<file path="config.mk">
export PLATFORM = sky130hd
export DESIGN_NAME = apre_bank_tracker
export DESIGN_NICKNAME = d
export VERILOG_FILES = /design/src/rtl/apre_pkg.sv /design/src/rtl/apre_cmd_decode.sv /design/src/rtl/apre_bank_slot.sv /design/src/rtl/apre_bank_tracker.sv
export SDC_FILE = /design/constraint.sdc
export NUM_CORES = 1
export LEC_CHECK = 0
export BUFFER_PORTS_ARGS = -buffer_cell sky130_fd_sc_hd__buf_4
export CORE_AREA = 2 2 76 78
export CTS_CLUSTER_DIAMETER = 30
export DETAILED_ROUTE_END_ITERATION = 10
export DIE_AREA = 0 0 78 80
export GPL_TIMING_DRIVEN = 0
export PLACE_DENSITY = 0.85
export RECOVER_POWER = 25
export SLEW_MARGIN = 10
export SYNTH_ARGS = -nofsm -noshare
export SYNTH_HDL_FRONTEND = slang
export SYNTH_SLANG_ARGS = --single-unit
</file>
<file path="constraint.sdc">
create_clock -name clk -period 1.77 [get_ports clk]
set_input_delay 0.177 -clock clk [delete_from_list [all_inputs] [get_ports clk]]
set_output_delay 0.177 -clock clk [all_outputs]
set_load 0.05 [all_outputs]
</file>
<file path="src/rtl/apre_pkg.sv">
package apre_pkg;

  typedef enum logic [1:0] {
    CMD_NOP   = 2'b00,
    CMD_READ  = 2'b01,
    CMD_WRITE = 2'b10,
    CMD_TERM  = 2'b11
  } apre_cmd_e;

  localparam int BEAT_W = 4;

  // Number of data beats for a fixed-length setting; reserved codes act as one beat.
  function automatic logic [BEAT_W-1:0] beats_of(input logic [2:0] cfg);
    case (cfg)
      3'b001:  return BEAT_W'(2);
      3'b010:  return BEAT_W'(4);
      3'b011:  return BEAT_W'(8);
      default: return BEAT_W'(1);
    endcase
  endfunction

  function automatic logic is_page(input logic [2:0] cfg);
    return cfg == 3'b111;
  endfunction

endpackage

</file>
<file path="src/rtl/apre_cmd_decode.sv">
module apre_cmd_decode
  import apre_pkg::*;
#(
  parameter int NUM_BANKS = 4,
  localparam int BANK_W = (NUM_BANKS > 1) ? $clog2(NUM_BANKS) : 1
) (
  input  logic                 clk,
  input  logic                 rst_n,
  input  logic [1:0]           cmd,
  input  logic [BANK_W-1:0]    bank,
  input  logic [NUM_BANKS-1:0] ready_vec,
  output logic [NUM_BANKS-1:0] start_vec,
  output logic                 start_write,
  output logic [NUM_BANKS-1:0] term_vec,
  output logic                 err_flag
);

  apre_cmd_e   code;
  logic        is_rw;
  logic        accept;
  logic        reject;
  logic [BANK_W-1:0] last_bank;
  logic        last_valid;

  assign code        = apre_cmd_e'(cmd);
  assign is_rw       = (code == CMD_READ) || (code == CMD_WRITE);
  assign accept      = is_rw && ready_vec[bank];
  assign reject      = is_rw && !ready_vec[bank];
  assign start_write = (code == CMD_WRITE);

  for (genvar b = 0; b < NUM_BANKS; b++) begin : g_route
    assign start_vec[b] = accept && (bank == BANK_W'(b));
    assign term_vec[b]  = (code == CMD_TERM) && last_valid && (last_bank == BANK_W'(b));
  end

  always_ff @(posedge clk) begin
    if (!rst_n) begin
      last_bank  <= '0;
      last_valid <= 1'b0;
      err_flag   <= 1'b0;
    end else begin
      if (accept) begin
        last_bank  <= bank;
        last_valid <= 1'b1;
      end
      if (reject) err_flag <= 1'b1;
    end
  end

  AST_ERR_STICKY: assert property (@(posedge clk) disable iff (!rst_n)
    err_flag |=> err_flag);
  AST_ERR_ON_REJECT: assert property (@(posedge clk) disable iff (!rst_n)
    reject |=> err_flag);
  AST_ONE_START: assert property (@(posedge clk) disable iff (!rst_n)
    $onehot0(start_vec));
  AST_ONE_TERM: assert property (@(posedge clk) disable iff (!rst_n)
    $onehot0(term_vec));

endmodule

</file>
<file path="src/rtl/apre_bank_slot.sv">
module apre_bank_slot
  import apre_pkg::*;
#(
  parameter int TRP = 3,
  localparam int PRE_W = $clog2(TRP + 2)
) (
  input  logic       clk,
  input  logic       rst_n,
  input  logic       start,
  input  logic       start_wr,
  input  logic       ap,
  input  logic [2:0] cfg,
  input  logic       term,
  output logic       ready
);

  logic              active;
  logic [BEAT_W-1:0] beats_left;
  logic              page_q;
  logic              ap_q;
  logic              wr_q;
  logic              rec_q;
  logic [PRE_W-1:0]  pre_q;
  logic              burst_end;
  logic              pre_now;
  logic              rec_now;

  // Named events for the checks below.
  assign burst_end = active && (term || (!page_q && beats_left == BEAT_W'(1)));
  assign pre_now   = burst_end && ap_q && !page_q && !wr_q;
  assign rec_now   = burst_end && ap_q && !page_q && wr_q;
  assign ready     = !active && !rec_q && (pre_q == '0);

  always_ff @(posedge clk) begin
    if (!rst_n) begin
      active     <= 1'b0;
      beats_left <= '0;
      page_q     <= 1'b0;
      ap_q       <= 1'b0;
      wr_q       <= 1'b0;
      rec_q      <= 1'b0;
      pre_q      <= '0;
    end else begin
      if (start) begin
        active     <= 1'b1;
        beats_left <= beats_of(cfg);
        page_q     <= is_page(cfg);
        ap_q       <= ap;
        wr_q       <= start_wr;
      end else if (burst_end) begin
        active     <= 1'b0;
        beats_left <= '0;
      end else if (active && !page_q) begin
        beats_left <= beats_left - 1'b1;
      end
      rec_q <= rec_now;
      if (pre_now || rec_q) pre_q <= PRE_W'(TRP);
      else if (pre_q != '0) pre_q <= pre_q - 1'b1;
    end
  end

  AST_START_WHEN_READY: assert property (@(posedge clk) disable iff (!rst_n)
    start |-> ready);
  AST_BUSY_AFTER_START: assert property (@(posedge clk) disable iff (!rst_n)
    start |=> !ready);
  AST_PRE_STEP: assert property (@(posedge clk) disable iff (!rst_n)
    (pre_q != '0) |=> (pre_q == $past(pre_q) - 1'b1));
  AST_WR_RECOVERY: assert property (@(posedge clk) disable iff (!rst_n)
    rec_q |=> (pre_q == PRE_W'(TRP)));
  AST_PAGE_NO_PRE: assert property (@(posedge clk) disable iff (!rst_n)
    (burst_end && page_q) |=> (ready && pre_q == '0));

endmodule

</file>
<file path="src/rtl/apre_bank_tracker.sv">
module apre_bank_tracker
  import apre_pkg::*;
#(
  parameter int NUM_BANKS = 4,
  parameter int TRP = 3,
  localparam int BANK_W = (NUM_BANKS > 1) ? $clog2(NUM_BANKS) : 1
) (
  input  logic                 clk,
  input  logic                 rst_n,
  input  logic [1:0]           cmd,
  input  logic [BANK_W-1:0]    bank,
  input  logic                 ap_en,
  input  logic [2:0]           burst_cfg,
  output logic [NUM_BANKS-1:0] bank_ready,
  output logic                 all_idle,
  output logic                 proto_err
);

  logic [NUM_BANKS-1:0] start_vec;
  logic [NUM_BANKS-1:0] term_vec;
  logic                 start_write;

  apre_cmd_decode #(.NUM_BANKS(NUM_BANKS)) u_decode (
    .clk         (clk),
    .rst_n       (rst_n),
    .cmd         (cmd),
    .bank        (bank),
    .ready_vec   (bank_ready),
    .start_vec   (start_vec),
    .start_write (start_write),
    .term_vec    (term_vec),
    .err_flag    (proto_err)
  );

  for (genvar b = 0; b < NUM_BANKS; b++) begin : g_bank
    apre_bank_slot #(.TRP(TRP)) u_slot (
      .clk      (clk),
      .rst_n    (rst_n),
      .start    (start_vec[b]),
      .start_wr (start_write),
      .ap       (ap_en),
      .cfg      (burst_cfg),
      .term     (term_vec[b]),
      .ready    (bank_ready[b])
    );
  end

  assign all_idle = &bank_ready;

  AST_IDLE_FALL_CAUSE: assert property (@(posedge clk) disable iff (!rst_n)
    $fell(all_idle) |-> ($past(cmd) == CMD_READ || $past(cmd) == CMD_WRITE));

endmodule

</file>
==> metrics.cfg, run 1 <==
[outcome]
run_status = finished with violations
failed_checks = negative setup slack

[sta]
fmaxAchievable_ghz = 0.555
min_period_over_period_pct = 102
finalWorstSetupSlack_ns = -0.0303
maxSlewViolCount = 0
final.min_clock_period_ns = 1.80
setup-tns-final_ns = -0.0424
timing_worst_slew_pin_value_ns = 0.719
setup_repair_after_global_routing_missed_its_margin = true
setup_violations = 2
clock_skew_ns = 0.00569
hold_violations = 0
timing.max_slew.rel_slack_pct = 52.0

[logic_synthesis]
ffs_latches_synth = 52
syn-num-nets = 361
post_synth_num_cell_types = 60
synth.yosys.warnings = 0
edff_count_synth = 0
syn_area_um2 = 2890
synth-seq-area-share_pct = 36.0
synth-main-ff-cell = sky130_fd_sc_hd__dfxtp_1
netlist_instances = 333
async_flop_share_pct = 0
syn_area_per_cell_um2 = 8.68

[final_layout]
final_util_pct = 64.4
diodes = 0
instances_no_fill = 440
finalNetCount = 395
area.growth.synth_to_final_pct = 20.3
drive_above_1_share_pct = 26.6
fillCellCount = 453

[route]
detailroute.wirelength.met2_um = 3140
drt-initial-drc-count = 244
route.detailed.vias_per_inst = 5.78
route.detailed.drc = 0
wl_met3_um = 430
top_signal_layer_used = met4
final_ant_viol_nets = 0
via_count = 2541
detailedRoute.firstPassIterationCount = 5
wl_met1_um = 2940
totalWireLength_um = 6660
wl_per_cell_um = 15.1

[critical_path]
required_ns = 1.99
kind_of_end_point_of_the_critical_path = flip-flop
cp-start-kind = flip-flop
timing.critical_path.arrival_ns = 2.02
path_max_fanout = 5
worst-setup-path-type = flip-flop to flip-flop

[floorplan]
initial_core_util_pct = 53.5
die-area_um2 = 6240
chipWidth_um = 78
std_cell_rows = 27
die_y_um = 80
ios = 16
core_area_um2 = 5410

[clock_tree]
clockBufferDepth = 2
tritoncts.num_buffers = 5
cts_sinks = 52
clkSlewWorstSetupHoldPaths_ns = 0.10
cts_tree = done
root_buffer = sky130_fd_sc_hd__clkbuf_8
cts_max_level = 2
clk-insertion-delay-late_ns = 0.31

[place]
dp.final_hpwl_um = 4550
dp_slack_ns = -0.166
placement.io_buffers = 13
place.detailed.instances = 418
place_congestion = 0.877

[global_routing]
gr-total-overflow = 0
initial_antenna_violation_count = 0
combined_global_route_utilization_of_all_metal_layers_pct = 22.4
wire_length_of_the_first_global_routing_pass_um = 11000
first_global_vias = 2390
grt_start_max_net_pins = 17

[power]
internal-power_mw = 3.11
report.power.total_mw = 5.03
cellPowerDensity_nw_per_um2 = 1450
power.leakage_nw = 1.41
net_sw_power_mw = 1.92
worst_ir_drop_vdd_uv = 773
clockPowerShare_pct = 16.2
power.share.switching_pct = 38.2
combinationalPowerShare_pct = 51.0
power_frac_seq_pct = 32.7

[job]
max_cap_viol_count = 0

[worst_hold_path]
hold_path_class = input port to flip-flop

==> cell families (layout without fill, tap and decap cells) <==
family,count (synthesis),count (layout),synth area share [%]
and+or+nand+nor,127,127,25.2
DFF,52,52,36.0
AOI/OAI and AO/OA,72,72,16.4
adders and majority gates,18,18,7.79
buffers and inverters,40,75,6.02
muxes,13,13,5.28
xor gates and xnor gates,11,11,3.33
==> metal layers <==
| layer | global-route usage [%] | up-vias |
|---|---|---|
| li1 | - | 1240 |
| met1 | 29.1 | 1212 |
| met2 | 38.1 | 73 |
| met3 | 3.39 | 16 |
| met4 | 7.54 | 0 |
| met5 | 0 | - |
==> power groups by stage <==
stage	Clock (mW)	Combinational [mW]	Sequential (mW)
5_1_grt	0.866	2.83	1.68
6_report	0.817	2.57	1.65
3_5_place_dp	0	2.07	1.63
2_1_floorplan	0	1.63	1.61
3_3_place_gp	0	2.00	1.62
4_1_cts	0.832	2.36	1.63
==> cell type report <==
| type | instances | area (um2) | area share, % |
|---|---|---|---|
| Buffer | 15 | 103 | 2.95 |
| Clock buffer | 5 | 68.8 | 1.98 |
| Clock inverter | 3 | 42.5 | 1.22 |
| Inverter | 24 | 90.1 | 2.59 |
| Multi-Input combinational cell | 241 | 1820 | 52.2 |
| Sequential cell | 52 | 1050 | 30.3 |
| Tap cell | 72 | 90.1 | 2.59 |
| Timing Repair Buffer | 28 | 215 | 6.19 |
==> placed cells by master (no fill, tap or decap), drive strengths merged, types with 2 or more instances in the layout <==
| master | instances |
|---|---|
| o211ai | 2 |
| nand2 | 34 |
| ha | 18 |
| nor3b | 2 |
| or4b | 4 |
| mux2i | 10 |
| buf | 35 |
| o21ai | 15 |
| inv | 24 |
| nand3 | 5 |
| mux2 | 2 |
| nor2 | 33 |
| clkbuf | 13 |
| xnor2 | 5 |
| a221oi | 4 |
| a41o | 2 |
| a21oi | 25 |
| nor4b | 5 |
| nor3 | 9 |
| nand4b | 3 |
| xor2 | 6 |
| a211oi | 4 |
| nor4 | 4 |
| and3 | 4 |
| a21boi | 2 |
| nor2b | 3 |
| nand2b | 7 |
| dfxtp | 52 |
| a2111oi | 2 |
| and2 | 5 |
| nand3b | 4 |
| o21a | 3 |
==> per-stage QoR <==
stage	hold WS [ns]	instance area, um2
global route	0.171	3480
detailed placement	0.451	3080
global placement	0.439	3080
floorplan	0.313	2890
CTS	0.147	3340
finish	0.160	3480
==> final timing paths <==
kind / from / endpoint / slack, ns / cells after the start
worst min-delay path: ap_en / g_bank[3].u_slot.ap_q / 0.16 / 3
worst min register to register: g_bank[3].u_slot.ap_q / g_bank[3].u_slot.ap_q / 0.47 / 2
worst max register to register: g_bank[0].u_slot.pre_q[0] / u_decode.last_valid / -0.03 / 7
worst max-delay path: g_bank[0].u_slot.pre_q[0] / u_decode.last_valid / -0.03 / 7
==> critical path, stage by stage (launching register included) <==
cell                      delay (ns)
sky130_fd_sc_hd__dfxtp_2        0.34
sky130_fd_sc_hd__inv_2          0.05
sky130_fd_sc_hd__ha_4           0.15
sky130_fd_sc_hd__nor4b_4        0.12
sky130_fd_sc_hd__buf_4          0.17
sky130_fd_sc_hd__mux4_2         0.46
sky130_fd_sc_hd__and2b_2        0.25
sky130_fd_sc_hd__o21a_1         0.17
==> synth_stat cells (2+ instances only) <==
library cell	instances	area share, %
sky130_fd_sc_hd__nor3b_1	2	0.52
sky130_fd_sc_hd__clkbuf_1	7	0.91
sky130_fd_sc_hd__xor2_1	6	1.8
sky130_fd_sc_hd__and2_1	4	0.87
sky130_fd_sc_hd__a221oi_1	4	1.2
sky130_fd_sc_hd__nand2b_1	7	1.5
sky130_fd_sc_hd__nor2b_1	3	0.65
sky130_fd_sc_hd__o21a_1	3	0.78
sky130_fd_sc_hd__inv_1	24	3.1
sky130_fd_sc_hd__ha_1	18	7.8
sky130_fd_sc_hd__a21boi_0	2	0.52
sky130_fd_sc_hd__nand3_1	4	0.69
sky130_fd_sc_hd__nor4b_4	3	2.5
sky130_fd_sc_hd__xnor2_1	5	1.5
sky130_fd_sc_hd__nor4_1	4	0.87
sky130_fd_sc_hd__nor2_1	33	4.3
sky130_fd_sc_hd__nand2_1	34	4.4
sky130_fd_sc_hd__nand4b_1	3	0.91
sky130_fd_sc_hd__dfxtp_1	52	36
sky130_fd_sc_hd__a21oi_1	25	4.3
sky130_fd_sc_hd__or4b_1	4	1.4
sky130_fd_sc_hd__buf_2	3	0.52
sky130_fd_sc_hd__mux2i_1	10	3.5
sky130_fd_sc_hd__buf_4	5	1.3
sky130_fd_sc_hd__and3_1	3	0.65
sky130_fd_sc_hd__o211ai_1	2	0.52
sky130_fd_sc_hd__nor3_1	9	1.6
sky130_fd_sc_hd__a41o_1	2	0.69
sky130_fd_sc_hd__o21ai_0	15	2.6
sky130_fd_sc_hd__a211oi_1	4	1.0
sky130_fd_sc_hd__nand3b_1	4	1.0
==> registers in the layout (all words and copies together) (netlist names) <==
name                      flops
u_decode.err_flag             1
g_bank.u_slot.active          4
g_bank.u_slot.ap_q            4
g_bank.u_slot.beats_left     16
g_bank.u_slot.rec_q           4
u_decode.last_bank            2
g_bank.u_slot.pre_q          12
g_bank.u_slot.wr_q            4
g_bank.u_slot.page_q          4
u_decode.last_valid           1
==> timing repair <==
| item | CTS | global route |
|---|---|---|
| hold endpoints to repair | 0 | 0 |
| hold buffers | 0 | 0 |
| gates resized for setup | 27 | 36 |
| gates cloned | 0 | 1 |
| endpoints found under the setup margin | 25 | 32 |
| pin swaps | 5 | 6 |
| setup buffers | 10 | 5 |
No activity file was read; power rests on OpenSTA's default activity.
==> run 2, diff against run 1 <==
==> constraint.sdc (replaced) <==
create_clock -name clk -period 1.5 [get_ports clk]
set_input_delay 0.15 -clock clk [delete_from_list [all_inputs] [get_ports clk]]
set_output_delay 0.15 -clock clk [all_outputs]
set_load 0.05 [all_outputs]
==> metrics.cfg, run 2 (synthesis results as in run 1) <==
[outcome]
run_status = finished with violations
failed_checks = negative setup slack

[sta]
final.min_clock_period_ns = 1.86
setup_violations = 47
timing_worst_slew_pin_value_ns = 0.909
setup_repair_after_global_routing_missed_its_margin = true
timing.max_slew.rel_slack_pct = 39.3
min_period_over_period_pct = 124
fmaxAchievable_ghz = 0.539
hold_violations = 0
finalWorstSetupSlack_ns = -0.355
finalHoldWorstSlack_ns = 0.124
clock_skew_ns = 0.00651
setup-tns-final_ns = -7.32
maxSlewViolCount = 0

[job]
max_cap_viol_count = 0

[critical_path]
timing.critical_path.arrival_ns = 2.08
required_ns = 1.72
cp.buffers_inverters = 2
worst_r2r_path_depth = 7
worst-setup-path-type = flip-flop to flip-flop
cp-start-kind = flip-flop
kind_of_end_point_of_the_critical_path = flip-flop
path_delay_family = multiplexers
cp_num_cells = 7
cpMaxStageDelayCell = sky130_fd_sc_hd__mux4_2
critical_path.cell_chain = inv_2, ha_4, nor4b_4, buf_4, mux4_2, and2b_2, o21a_1
path_max_fanout = 3
max_stage_delay_ns = 0.50

[route]
route.detailed.drc = 0
via_count = 2847
totalWireLength_um = 8610
route.detailed.vias_per_inst = 6.07
detailedRoute.firstPassIterationCount = 5
final_ant_viol_nets = 0
wl_per_cell_um = 18.4
drt-initial-drc-count = 203

[clock_tree]
clkSlewWorstSetupHoldPaths_ns = 0.10
cts_max_level = 2
clockBufferDepth = 2
tritoncts.num_buffers = 5
holdBufCountCts = 0
root_buffer = sky130_fd_sc_hd__clkbuf_8
cts_tree = done
cts_sinks = 52
clk-insertion-delay-late_ns = 0.32

[global_routing]
combined_global_route_utilization_of_all_metal_layers_pct = 26.6
first_global_vias = 2759
initial_antenna_violation_count = 0
gr-total-overflow = 0
wire_length_of_the_first_global_routing_pass_um = 12900
grt_start_max_net_pins = 16

[final_layout]
finalNetCount = 424
multi_input_area_um2 = 2090
largest-register = g_bank.u_slot.beats_left
layout.cells.most_common_list = 49 x sky130_fd_sc_hd__buf_4, 34 x sky130_fd_sc_hd__dfxtp_1, 29 x sky130_fd_sc_hd__nor2_1
most_frequent_standard_cell_in_the_layout_excluding_fill_and_tap_cells = sky130_fd_sc_hd__buf_4
final_util_pct = 74.4
fillCellCount = 335
area.growth.synth_to_final_pct = 39.2
largest_register_ff_count = 16
diodes = 0
drive_above_1_share_pct = 44.6
biggestRegsByFlops = g_bank.u_slot.beats_left: 16 flops, g_bank.u_slot.pre_q: 12 flops
instances_no_fill = 469
seq_area_um2 = 1070

[place]
dp.final_hpwl_um = 4700
place_congestion = 0.896
place.detailed.instances = 418
dp_slack_ns = -0.283
placement.io_buffers = 13

[floorplan]
ios = 16
die_y_um = 80
die-area_um2 = 6240
chipWidth_um = 78
initial_core_util_pct = 53.5
std_cell_rows = 27
core_area_um2 = 5410

[power]
power.leakage_nw = 1.64
cellPowerDensity_nw_per_um2 = 1690
worst_ir_drop_vdd_uv = 855

[worst_hold_path]
hold_path_class = input port to flip-flop
holdPathStages = 3

## run 2: area by class of cell
class	count	share of cell area, %
plain buffers	12	1.80
flip-flops and latches	52	26.6
repair buffers	60	12.8
clock buffers	6	2.05
multi-input cells	241	51.9
clock inverters	2	0.249
well taps	72	2.24
inverters	24	2.30
## run 2: per-layer routing
layer  vias up  GRT usage, %  share of wire, %
li1       1292             -                 -
met1      1364          30.6                38
met2       153          46.8                51
met3        38          6.33               8.3
met4         0          12.3               3.2
met5         -             0                 0
## run 2: worst reg2reg max path, cell delays in order (launching register included)
cell	delay (ns)
sky130_fd_sc_hd__dfxtp_2	0.35
sky130_fd_sc_hd__inv_2	0.05
sky130_fd_sc_hd__ha_4	0.15
sky130_fd_sc_hd__nor4b_4	0.14
sky130_fd_sc_hd__buf_4	0.16
sky130_fd_sc_hd__mux4_2	0.50
sky130_fd_sc_hd__and2b_2	0.25
sky130_fd_sc_hd__o21a_1	0.16
## run 2: per-stage QoR
stage,area [um2],total power [mW]
2_1_floorplan,2970,3.95
3_3_place_gp,3150,4.38
3_5_place_dp,3150,4.51
4_1_cts,3790,6.37
5_1_grt,4020,7.14
6_report,4020,6.80
## run 2: final timing paths
check | slack, ns | to | start
worst max register to register | -0.36 | u_decode.last_valid | g_bank[3].u_slot.pre_q[0]
worst min-delay path | 0.12 | g_bank[2].u_slot.ap_q | ap_en
worst max-delay path | -0.36 | u_decode.last_valid | g_bank[3].u_slot.pre_q[0]
worst min register to register | 0.47 | u_decode.err_flag | u_decode.err_flag
## run 2: timing repair
action | CTS | global route
resized for setup | 87 | 38
hold endpoints to repair | 0 | 0
pin swaps | 31 | 19
endpoints found under the setup margin | 54 | 53
cloned | 1 | 0
setup buffers | 36 | 11
## run 2: power breakdown
| group | switching, mW | internal (mW) | total [mW] |
|---|---|---|---|
| logic | 1.91 | 2.05 | 3.96 |
| clock network | 0.487 | 0.370 | 0.857 |
| registers | 0.293 | 1.69 | 1.98 |
| total | 2.69 | 4.10 | 6.80 |
